**config.mk**
```make
export PLATFORM = sky130hd
export DESIGN_NAME = spi_host_ctl
export DESIGN_NICKNAME = d
export VERILOG_FILES = /design/src/rtl/spi_host_pkg.sv /design/src/rtl/spi_word_fifo.sv /design/src/rtl/spi_clk_div.sv /design/src/rtl/spi_shift_fsm.sv /design/src/rtl/spi_host_ctl.sv
export SDC_FILE = /design/constraint.sdc
export NUM_CORES = 1
export LEC_CHECK = 0
export BUFFER_PORTS_ARGS = -buffer_cell sky130_fd_sc_hd__buf_2
export CORE_ASPECT_RATIO = 0.6
export CORE_MARGIN = 8
export CORE_UTILIZATION = 55
export DETAILED_ROUTE_END_ITERATION = 16
export PLACE_DENSITY = 0.79
export SETUP_SLACK_MARGIN = 0.5
export SLEW_MARGIN = 20
export SYNTH_ARGS = -nofsm -noshare
export SYNTH_HDL_FRONTEND = slang
export SYNTH_SLANG_ARGS = --single-unit
```
**constraint.sdc**
```tcl
create_clock -name clk -period 5.7 [get_ports clk]
set_input_delay 0.285 -clock clk [delete_from_list [all_inputs] [get_ports clk]]
set_output_delay 0.285 -clock clk [all_outputs]
set_load 0.01 [all_outputs]
```
**src/rtl/spi_host_pkg.sv**
```systemverilog
package spi_host_pkg;

    typedef enum logic [1:0] {
        ST_IDLE  = 2'b00,
        ST_LOAD  = 2'b01,
        ST_SHIFT = 2'b10,
        ST_STORE = 2'b11
    } shift_state_t;

    localparam int unsigned REG_CTRL = 0;
    localparam int unsigned REG_EXT  = 1;
    localparam int unsigned REG_STAT = 2;
    localparam int unsigned REG_DATA = 3;
    localparam int unsigned REG_GPIO = 4;

    // Prescale code to log2 of half-period; codes above 11 clamp to the slowest.
    function automatic logic [3:0] code_to_log2(input logic [3:0] code);
        logic [3:0] lg;
        unique case (code)
            4'd3:    lg = 4'd4;
            4'd4:    lg = 4'd5;
            4'd5:    lg = 4'd3;
            4'd12, 4'd13, 4'd14, 4'd15: lg = 4'd11;
            default: lg = code;
        endcase
        return lg;
    endfunction

endpackage

```
**src/rtl/spi_word_fifo.sv**
```systemverilog
module spi_word_fifo #(
    parameter int unsigned WIDTH = 32,
    parameter int unsigned DEPTH = 16
) (
    input  logic             clk,
    input  logic             rst_n,
    input  logic             push,
    input  logic [WIDTH-1:0] din,
    input  logic             pop,
    output logic [WIDTH-1:0] dout,
    output logic             empty,
    output logic             full,
    output logic [$clog2(DEPTH+1)-1:0] level
);
    localparam int unsigned AW = $clog2(DEPTH);
    localparam int unsigned CW = $clog2(DEPTH+1);

    logic [WIDTH-1:0] mem [DEPTH];
    logic [AW-1:0]    wr_ptr, rd_ptr;
    logic [CW-1:0]    cnt;
    logic             do_push, do_pop;

    assign empty   = (cnt == '0);
    assign full    = (cnt == CW'(DEPTH));
    assign level   = cnt;
    assign do_push = push && !full;
    assign do_pop  = pop && !empty;
    assign dout    = empty ? '0 : mem[rd_ptr];

    always_ff @(posedge clk) begin
        if (do_push) mem[wr_ptr] <= din;
    end

    always_ff @(posedge clk or negedge rst_n) begin
        if (!rst_n) begin
            wr_ptr <= '0;
            rd_ptr <= '0;
            cnt    <= '0;
        end else begin
            if (do_push) wr_ptr <= (wr_ptr == AW'(DEPTH-1)) ? '0 : wr_ptr + 1'b1;
            if (do_pop)  rd_ptr <= (rd_ptr == AW'(DEPTH-1)) ? '0 : rd_ptr + 1'b1;
            cnt <= cnt + CW'(do_push) - CW'(do_pop);
        end
    end
endmodule

```
**src/rtl/spi_clk_div.sv**
```systemverilog
module spi_clk_div
    import spi_host_pkg::*;
#(
    parameter int unsigned CNT_W = 12
) (
    input  logic       clk,
    input  logic       rst_n,
    input  logic       run,
    input  logic [3:0] code,
    input  logic       fast,
    output logic       tick
);
    logic [3:0]       lg, lg_eff;
    logic [CNT_W-1:0] half_len, cnt;

    always_comb begin
        lg       = code_to_log2(code);
        lg_eff   = (fast && lg != 4'd0) ? lg - 4'd1 : lg;
        half_len = CNT_W'(1) << lg_eff;
    end

    assign tick = run && (cnt == half_len - CNT_W'(1));

    always_ff @(posedge clk or negedge rst_n) begin
        if (!rst_n)            cnt <= '0;
        else if (!run || tick) cnt <= '0;
        else                   cnt <= cnt + 1'b1;
    end
endmodule

```
**src/rtl/spi_shift_fsm.sv**
```systemverilog
module spi_shift_fsm
    import spi_host_pkg::*;
#(
    parameter int unsigned WORD_W = 32
) (
    input  logic              clk,
    input  logic              rst_n,
    input  logic              enable,
    input  logic              tx_empty,
    input  logic [WORD_W-1:0] tx_word,
    output logic              tx_pop,
    input  logic              tick,
    output logic              run,
    output logic              sck,
    output logic              mosi,
    input  logic              miso,
    output logic              rx_push,
    output logic [WORD_W-1:0] rx_word,
    output shift_state_t      state
);
    localparam int unsigned BW = $clog2(WORD_W);

    shift_state_t      st_q, st_d;
    logic [WORD_W-1:0] sh_q;
    logic [BW-1:0]     bit_q;
    logic              rx_bit_q, sck_q;
    logic              last_fall;

    assign last_fall = tick && sck_q && (bit_q == BW'(WORD_W-1));

    always_comb begin
        st_d = st_q;
        unique case (st_q)
            ST_IDLE:  if (!tx_empty) st_d = ST_LOAD;
            ST_LOAD:  st_d = ST_SHIFT;
            ST_SHIFT: if (last_fall) st_d = ST_STORE;
            ST_STORE: st_d = ST_IDLE;
        endcase
        if (!enable) st_d = ST_IDLE;
    end

    always_ff @(posedge clk or negedge rst_n) begin
        if (!rst_n) st_q <= ST_IDLE;
        else        st_q <= st_d;
    end

    always_ff @(posedge clk or negedge rst_n) begin
        if (!rst_n) begin
            sh_q     <= '0;
            bit_q    <= '0;
            rx_bit_q <= 1'b0;
            sck_q    <= 1'b0;
        end else if (!enable) begin
            sck_q <= 1'b0;
            bit_q <= '0;
        end else begin
            unique case (st_q)
                ST_IDLE: if (!tx_empty) sh_q <= tx_word;
                ST_LOAD: begin
                    bit_q <= '0;
                    sck_q <= 1'b0;
                end
                ST_SHIFT: if (tick) begin
                    if (!sck_q) begin
                        sck_q    <= 1'b1;
                        rx_bit_q <= miso;
                    end else begin
                        sck_q <= 1'b0;
                        sh_q  <= {sh_q[WORD_W-2:0], rx_bit_q};
                        bit_q <= bit_q + 1'b1;
                    end
                end
                ST_STORE: ;
            endcase
        end
    end

    assign tx_pop  = enable && (st_q == ST_IDLE) && !tx_empty;
    assign run     = (st_q == ST_SHIFT);
    assign sck     = sck_q;
    assign mosi    = sh_q[WORD_W-1];
    assign rx_push = (st_q == ST_STORE);
    assign rx_word = sh_q;
    assign state   = st_q;
endmodule

```
**src/rtl/spi_host_ctl.sv**
```systemverilog
module spi_host_ctl
    import spi_host_pkg::*;
#(
    parameter int unsigned WORD_W     = 32,
    parameter int unsigned FIFO_DEPTH = 16,
    parameter int unsigned DIV_W      = 12
) (
    input  logic              clk,
    input  logic              rst_n,
    input  logic              bus_sel,
    input  logic              bus_wr,
    input  logic [2:0]        bus_addr,
    input  logic [WORD_W-1:0] bus_wdata,
    output logic [WORD_W-1:0] bus_rdata,
    output logic              sck,
    output logic              mosi,
    input  logic              miso,
    output logic              cs_n,
    output logic              irq
);
    localparam int unsigned LW = $clog2(FIFO_DEPTH+1);

    logic         ctl_en, ext_fast, irq_q, gpio_cs;
    logic [1:0]   code_lo, code_hi;
    logic         wr_stb, rd_stb;
    logic         tx_empty, tx_full, rx_empty, rx_full, tx_pop, rx_push, run, tick;
    logic [WORD_W-1:0] tx_word, rx_word, rx_head;
    logic [LW-1:0] tx_level, rx_level;
    shift_state_t state;

    assign wr_stb = bus_sel && bus_wr;
    assign rd_stb = bus_sel && !bus_wr;

    always_ff @(posedge clk or negedge rst_n) begin
        if (!rst_n) begin
            ctl_en   <= 1'b0;
            code_lo  <= '0;
            ext_fast <= 1'b0;
            code_hi  <= '0;
            gpio_cs  <= 1'b1;
            irq_q    <= 1'b0;
        end else begin
            if (wr_stb && bus_addr == 3'(REG_CTRL)) begin
                ctl_en  <= bus_wdata[4];
                code_lo <= bus_wdata[1:0];
            end
            if (wr_stb && bus_addr == 3'(REG_EXT)) begin
                ext_fast <= bus_wdata[4];
                code_hi  <= bus_wdata[1:0];
            end
            if (wr_stb && bus_addr == 3'(REG_GPIO)) gpio_cs <= bus_wdata[0];
            if (rx_push && tx_empty)                 irq_q <= 1'b1;
            else if (wr_stb && bus_addr == 3'(REG_STAT) && bus_wdata[7]) irq_q <= 1'b0;
        end
    end

    always_comb begin
        bus_rdata = '0;
        unique case (bus_addr)
            3'(REG_CTRL): bus_rdata = WORD_W'({ctl_en, 2'b00, code_lo});
            3'(REG_EXT):  bus_rdata = WORD_W'({ext_fast, 2'b00, code_hi});
            3'(REG_STAT): bus_rdata = WORD_W'({irq_q, 3'b000, state, tx_empty, rx_empty});
            3'(REG_DATA): bus_rdata = rx_head;
            3'(REG_GPIO): bus_rdata = WORD_W'(gpio_cs);
            default:      bus_rdata = '0;
        endcase
    end

    spi_word_fifo #(.WIDTH(WORD_W), .DEPTH(FIFO_DEPTH)) u_txq (
        .clk, .rst_n,
        .push (wr_stb && bus_addr == 3'(REG_DATA)),
        .din  (bus_wdata),
        .pop  (tx_pop),
        .dout (tx_word),
        .empty(tx_empty),
        .full (tx_full),
        .level(tx_level)
    );

    spi_word_fifo #(.WIDTH(WORD_W), .DEPTH(FIFO_DEPTH)) u_rxq (
        .clk, .rst_n,
        .push (rx_push),
        .din  (rx_word),
        .pop  (rd_stb && bus_addr == 3'(REG_DATA)),
        .dout (rx_head),
        .empty(rx_empty),
        .full (rx_full),
        .level(rx_level)
    );

    spi_clk_div #(.CNT_W(DIV_W)) u_div (
        .clk, .rst_n,
        .run  (run),
        .code ({code_hi, code_lo}),
        .fast (ext_fast),
        .tick (tick)
    );

    spi_shift_fsm #(.WORD_W(WORD_W)) u_fsm (
        .clk, .rst_n,
        .enable  (ctl_en),
        .tx_empty(tx_empty),
        .tx_word (tx_word),
        .tx_pop  (tx_pop),
        .tick    (tick),
        .run     (run),
        .sck     (sck),
        .mosi    (mosi),
        .miso    (miso),
        .rx_push (rx_push),
        .rx_word (rx_word),
        .state   (state)
    );

    assign cs_n = gpio_cs;
    assign irq  = irq_q;
endmodule

```
==> results.py, run 1 <==
metrics = {
    "floorplanning": {
        "std_cell_rows": 80,
        "die_x_um": 383,
        "fp.dieH_um": 236,
        "dieArea_um2": 90600,
        "core_area_um2": 79900,
        "initial_core_util_pct": 55.8,
        "io_pins": 76,
    },
    "placement": {
        "io_buffers": 75,
        "gp_congestion": 0.814,
        "hpwl_mm": 54.0,
        "place_area_um2": 46400,
    },
    "global_route": {
        "overflow": 0,
        "grt_use_total_pct": 21.8,
        "grt_max_degree": 133,
        "grt_pass1_vias": 22600,
        "antenna_found_initial": 2,
        "grt_pass1_wl_mm": 148,
    },
    "timing": {
        "setup_tns_ps": 0,
        "max_freq_mhz": 209,
        "hold_violations": 0,
        "finalClockSkew_ps": 22.0,
        "drv_slew": 0,
        "holdWs_ps": 50.8,
        "setup_violations": 0,
        "min_period_over_period_pct": 83.9,
        "rsz0062_at_grt": "false",
        "relSlewSlack_pct": 25.8,
        "worstMarginPinSlew_ps": 1110,
        "layout_min_cycle_time_ps": 4780,
    },
    "power_and_ir_drop": {
        "p_leak_uw": 0.0160,
        "ir_drop_mv": 0.523,
        "power_density_nw_per_um2": 456,
    },
    "worst_hold_path": {
        "whs_endpoint": "code_lo[0]",
        "min-delay-start": "bus_wdata[0]",
        "hold_path_class": "input pin to flip-flop",
        "hold_depth": 3,
    },
    "setup_path": {
        "crit_required_ps": 6300,
        "crit_family": "simple AND/OR/NAND/NOR gates",
        "r2r_end": "u_fsm.rx_word[22]",
        "arrival_ps": 5380,
        "timing.critical_path.buf_inv": 1,
        "endpoint_kind": "flip-flop",
        "startpoint_type": "flip-flop",
        "r2r_cells": 18,
        "slowest_delay_ps": 630,
        "cp_max_fo": 68,
        "r2r-start": "code_lo[1]",
        "cp_slowest_cell": "dfrtp_1",
        "rrSetupSlack_ps": 920,
        "crit_type": "flip-flop to flip-flop",
        "crit_chain": "nor3b_2 > nor2_1 > a21oi_1 > ha_2 > or3b_1 > a21oi_1 > nor3_4 > nand3_1 > ha_1 > nor2_1 > a32o_1 > and3_1 > a211oi_1 > nor4b_2 > o211ai_4 > buf_12 > nand3_1 > o211ai_2",
    },
    "run": {
        "maxCapViolations": 0,
    },
    "layout": {
        "regArea_um2": 32900,
        "fin_nets": 2329,
        "fillCellCount": 5286,
        "drive_above_1_share_pct": 29.1,
        "final_common_cell": "edfxtp_1",
        "area_growth_pct": 11.8,
        "multi_input_area_um2": 11100,
        "final_cell_mix": "edfxtp_1, mux4_2, clkbuf_16",
        "fin_area_um2": 49800,
    },
    "yosys": {
        "synth_cell_type_count": 76,
        "ys_seq_area_share_pct": 73.9,
        "synthArstFlopShare_pct": 7.83,
        "ys_ff_latch": 1111,
        "syn-instance-count": 2127,
        "ys.flop_type": "edfxtp_1",
        "yosys_warnings": 0,
        "synth_nets": 2201,
        "synth_edf_count": 1024,
        "syn_area_per_cell_um2": 20.9,
        "netlist_area_um2": 44500,
    },
    "clock_tree": {
        "htreeDepth": 3,
        "cts_setup_buffers": 0,
        "cts-root-buf": "clkbuf_16",
        "cts_buffers": 94,
        "cts_tree": "done",
        "clk_pin_slew_ps": 70,
        "cts_sinks": 1111,
        "clock_path_buffers": 3,
        "clk-insertion-delay-late_ps": 680,
    },
    "routing": {
        "wl_per_cell_um": 29.2,
        "drt-total-wl_mm": 99.2,
        "drtPass1Iterations": 7,
        "vias_per_cell": 6.57,
        "drc": 0,
        "vias": 22400,
        "first_iter_violations": 2881,
        "ant_nets": 0,
    },
    "run_status": {
        "status": "finished clean",
    },
}
## registers in the layout, summed over array words and instances, names as in the netlist
name	cells
u_txq.level	5
ext_fast	1
u_rxq.wr_ptr	4
u_rxq.mem	512
code_hi	2
u_fsm.state	2
code_lo	2
u_txq.rd_ptr	4
u_txq.wr_ptr	4
u_fsm.sck	1
u_div.cnt	12
u_fsm.rx_bit_q	1
u_rxq.rd_ptr	4
irq	1
u_fsm.bit_q	5
cs_n	1
u_txq.mem	512
u_rxq.level	5
ctl_en	1
u_fsm.rx_word	32
## metrics by stage
stage / utilization (%) / std cells / power [µW] / setup WS [ps]
3_3_place_gp: 58.0 / 3189 / 16200 / 775
5_1_grt: 62.3 / 3402 / 23600 / 555
4_1_cts: 62.3 / 3401 / 22800 / 602
3_5_place_dp: 58.0 / 3189 / 16400 / 624
2_1_floorplan: - / 2127 / 14800 / 1590
6_report: 62.3 / 3402 / 22700 / 916
## logic make-up (layout without fill, tap and decap cells)
group	after synthesis	count (layout)	synth area share, %
flip-flops	1111	1111	73.9
adder cells (fa/ha/maj)	34	34	0.989
AND/OR/NAND/NOR	284	284	3.40
other	0	1	0
AO/OA/AOI/OAI	159	159	2.85
XOR/XNOR	29	29	0.587
buffers and inverters	169	377	1.56
multiplexers	341	341	16.7
## what timing repair did
| action | CTS | global route |
|---|---|---|
| gates resized for setup | 0 | 3 |
| endpoints found under the hold margin | 499 | 0 |
| setup endpoints to repair | 0 | 49 |
| hold buffers | 36 | 0 |
## cell type report
cell class	count	share of cell area, %
Antenna cell	1	0.00503
Clock inverter	61	1.12
Sequential cell	1111	66.2
Multi-Input combinational cell	847	22.3
Inverter	42	0.317
Timing Repair Buffer	159	2.36
Tap cell	1066	2.68
Clock buffer	115	5.01
## report_power, final
part / total [µW] / internal [µW] / switching, µW
registers: 10800 / 9720 / 1050
logic: 5520 / 2890 / 2630
clock network: 6410 / 3500 / 2900
total: 22700 / 16100 / 6590
## worst reg2reg max path, stage by stage (launching register included)
cell and delay [ps]:
dfrtp_1 630, nor3b_2 320, nor2_1 60, a21oi_1 130, ha_2 340, or3b_1 400, a21oi_1 300, nor3_4 140
nand3_1 110, ha_1 390, nor2_1 100, a32o_1 230, and3_1 180, a211oi_1 370, nor4b_2 140, o211ai_4 120
buf_12 310, nand3_1 290, o211ai_2 150
## worst max-delay path by stage
stage	from	end	cells past startpoint
after floorplan	code_hi[0]	u_fsm.state[1]	21
final	code_lo[1]	u_fsm.rx_word[22]	18
after CTS	code_hi[1]	u_div.cnt[4]	16
after global routing	code_lo[1]	u_div.cnt[4]	18
after global placement	code_hi[1]	u_fsm.bit_q[3]	16
after detailed placement	code_hi[1]	u_div.cnt[4]	16
## metal layers
metal | share of wire, % | GRT usage, % | vias to the layer above | wire [µm]
met5 | 0 | 0 | - | 0
met4 | 1.8 | 4.97 | 0 | 1770
met3 | 9.2 | 4.10 | 136 | 9120
met2 | 48 | 34.4 | 1189 | 47700
met1 | 41 | 32.1 | 11900 | 40700
li1 | - | - | 9126 | -
## synthesized netlist by cell type (13+ instances only)
master	n	share of area (%)
o211ai_1	14	0.24
mux4_2	320	16
and3_1	19	0.27
a21oi_1	13	0.15
clkbuf_1	76	0.64
dfrtp_1	86	4.8
nand3_1	86	0.97
nor2b_1	27	0.38
ha_1	32	0.90
o211ai_2	22	0.62
a22oi_1	32	0.54
nand2_1	43	0.36
inv_1	42	0.35
edfxtp_1	1024	69
xnor2_1	22	0.43
nor2_1	50	0.42
o21ai_0	20	0.22
buf_1	38	0.32
No activity file was read; power rests on OpenSTA's default activity.
==> run 2: changes to the inputs <==
Settings changed: ABC_AREA set to 1.
Clock period 5.7 ns to 4.6 ns, I/O delays scaled along.
==> run 2 against run 1 <==
- cell count is 38% higher
- global-route usage is 2.6 points higher
- highest routed layer unchanged
- wire length is 16% higher
- area after synthesis is 0.56% higher
- critical path depth is 10 lower
- die area is 0.53% higher
- clock skew is 3.5 ps higher
- critical endpoint is now bus_rdata[2]
- register-to-register slack worse by 96 ps
- via count is 33% higher
- synthesized cell count is 63% higher
==> results.py, run 2 <==
metrics = {
    "timing": {
        "max_freq_mhz": 248,
        "layout_min_cycle_time_ps": 4020,
        "finalClockSkew_ps": 25.5,
        "min_period_over_period_pct": 87.5,
        "hold_violations": 0,
        "setup_violations": 0,
        "setup_tns_ps": 0,
        "rsz0062_at_grt": "false",
        "worstMarginPinSlew_ps": 1340,
        "relSlewSlack_pct": 10.9,
        "drv_slew": 0,
    },
    "setup_path": {
        "critical_path.startpoint": "u_rxq.rd_ptr[0]",
        "endpoint_kind": "output pin",
        "cp_max_fo": 222,
        "arrival_ps": 3790,
        "crit_path_end": "bus_rdata[2]",
        "r2r_end": "u_fsm.rx_word[6]",
        "path_depth": 8,
        "crit_chain": "buf_12 > nor2_1 > o32ai_1 > o211ai_1 > nand3_1 > nand2_1 > o21ai_0 > buf_2",
        "startpoint_type": "flip-flop",
        "rrSetupSlack_ps": 820,
        "crit_type": "flip-flop to output pin",
        "crit_required_ps": 4370,
        "timing.critical_path.buf_inv": 2,
        "crit_family": "buffers and inverters",
        "cp_slowest_cell": "dfrtp_4",
        "r2r_cells": 24,
        "r2r-start": "code_lo[0]",
        "slowest_delay_ps": 760,
    },
    "floorplanning": {
        "fp.dieH_um": 237,
        "core_area_um2": 81100,
        "die_x_um": 384,
        "initial_core_util_pct": 55.2,
        "std_cell_rows": 81,
        "io_pins": 76,
        "dieArea_um2": 91100,
    },
    "yosys": {
        "netlist_area_um2": 44800,
        "synth_cell_type_count": 45,
        "yosys_warnings": 0,
        "synth.area.top_cells": "edfxtp_1, nor2_1, o21ai_0",
        "ys.flop_type": "edfxtp_1",
        "synth_nets": 3543,
        "synth.top_cell.area_share_pct": 68.7,
        "syn-instance-count": 3469,
        "syn_area_per_cell_um2": 12.9,
        "ys_seq_area_share_pct": 73.5,
        "synthArstFlopShare_pct": 7.83,
        "synthTopCellsByCount": "edfxtp_1, nor2_1, o21ai_0",
        "synth_edf_count": 1024,
        "netlist.top_cell.by_area": "edfxtp_1",
        "yosysMostFrequentCell": "edfxtp_1",
        "ys_ff_latch": 1111,
    },
    "power_and_ir_drop": {
        "ir_drop_mv": 0.429,
        "p_leak_uw": 0.0170,
        "power_density_nw_per_um2": 590,
    },
    "layout": {
        "final_common_cell": "edfxtp_1",
        "final_cell_mix": "edfxtp_1, nor2_1, o21ai_0",
        "area_growth_pct": 12.0,
        "fin_area_um2": 50200,
        "drive_above_1_share_pct": 10.4,
        "fin_nets": 3606,
    },
    "routing": {
        "drc": 0,
        "drtPass1Iterations": 7,
        "vias": 29700,
        "vias_per_cell": 6.32,
        "drt-total-wl_mm": 115,
        "first_iter_violations": 4573,
        "ant_nets": 0,
        "wl_per_cell_um": 24.4,
    },
    "clock_tree": {
        "cts_setup_buffers": 0,
        "cts-root-buf": "clkbuf_16",
        "cts_sinks": 1111,
        "htreeDepth": 3,
        "clk-insertion-delay-late_ps": 670,
        "clock_path_buffers": 3,
        "cts_buffers": 96,
        "clk_pin_slew_ps": 70,
        "cts_tree": "done",
    },
    "global_route": {
        "antenna_found_initial": 1,
        "grt_max_degree": 223,
        "grt_use_total_pct": 24.5,
        "grt_pass1_vias": 28400,
        "overflow": 0,
        "grt_pass1_wl_mm": 172,
    },
    "run": {
        "maxCapViolations": 0,
    },
    "placement": {
        "gp_congestion": 0.856,
        "io_buffers": 75,
        "hpwl_mm": 64.9,
        "place_area_um2": 46500,
    },
    "run_status": {
        "status": "finished clean",
    },
    "worst_hold_path": {
        "hold_path_class": "input pin to flip-flop",
    },
}
## run 2: cell types whose count changed in the layout (fill, tap and decap cells not counted), sizes merged, moves of 22 or more
cell    before  now
a22oi       32    0
a31oi        9   54
inv         47  103
mux2i        8   53
mux4       320    0
nand2       44  321
nor2        50  673
nor2b       27    0
o211ai      36   14
o21ai       22  481
o221ai       3   64
o22ai        2  111
o32ai        1   75
## run 2: worst min path at each step
stage | cells past startpoint | start | end | slack, ps
6_report | 6 | bus_wr | irq | 40
5_1_grt | 2 | rst_n | cs_n | 30
4_1_cts | 6 | bus_wr | irq | 20
3_5_place_dp | 1 | rst_n | code_lo[0] | 170
3_3_place_gp | 1 | rst_n | code_hi[1] | 170
2_1_floorplan | 0 | rst_n | code_hi[0] | -70
## run 2: logic make-up (layout without fill, tap and decap cells)
family | after synthesis | after routing | share of synthesized area, %
other cells | 0 | 1 | 0
flops | 1111 | 1111 | 73.5
buf+inv | 313 | 457 | 2.72
compound gates | 824 | 824 | 11.2
xor+xnor | 19 | 19 | 0.372
mux | 54 | 54 | 1.21
fa+ha+maj | 34 | 34 | 0.983
simple gates | 1114 | 1115 | 10.0
## run 2: repair_timing
| action | CTS | global route |
|---|---|---|
| endpoints found under the hold margin | 540 | 0 |
| endpoints found under the setup margin | 0 | 36 |
| hold buffers | 38 | 0 |
| gates resized for setup | 0 | 6 |
## run 2: worst reg2reg max path: cells and delay by family, from the launching register on
family / cells / cell delay (ps)
DFF: 1 / 440
xor gates and xnor gates: 1 / 160
and+or+nand+nor: 16 / 1920
AOI/OAI and AO/OA: 2 / 270
adders and majority gates: 2 / 550
buffers and inverters: 3 / 300
## run 2: metrics by stage
step                      power (µW)  setup slack [ps]  hold slack [ps]  std cells  util [%]
after floorplan                18300              1290            -65.6       3469         -
after global placement         20900               757              166       4474      57.4
after detailed placement       21100               617              168       4474      57.4
after CTS                      29400               539             20.1       4692      61.8
after global routing           30800               501             34.5       4694      61.9
final                          29600               576             42.6       4694      61.9
## run 2: final cells by class
class / instances / area, µm²
clock inverters: 53 / 513
repair buffers: 176 / 1330
well taps: 1079 / 1350
clock buffers: 127 / 2690
fillers: 5828 / 30900
inverters: 101 / 398
flip-flops and latches: 1111 / 32900
multi-input cells: 2046 / 10900
diodes: 1 / 2.50
## run 2: report_power, final
group	switching (µW)	leakage, µW	internal (µW)	total, µW
clock	3660	0.00158	4650	8310
sequential	1200	0.0103	12000	13200
combinational	5600	0.00505	2500	8100
total	10500	0.0170	19100	29600
## run 2: metal layers
| layer | GRT usage (%) | wire length (µm) | vias to the layer above | part of all wire (%) |
|---|---|---|---|---|
| met2 | 35.5 | 49900 | 2024 | 44 |
| met1 | 37.6 | 47400 | 14500 | 41 |
| met4 | 6.18 | 2600 | 0 | 2.3 |
| li1 | - | - | 12900 | - |
| met3 | 5.23 | 14700 | 202 | 13 |
| met5 | 0 | 0 | - | 0 |
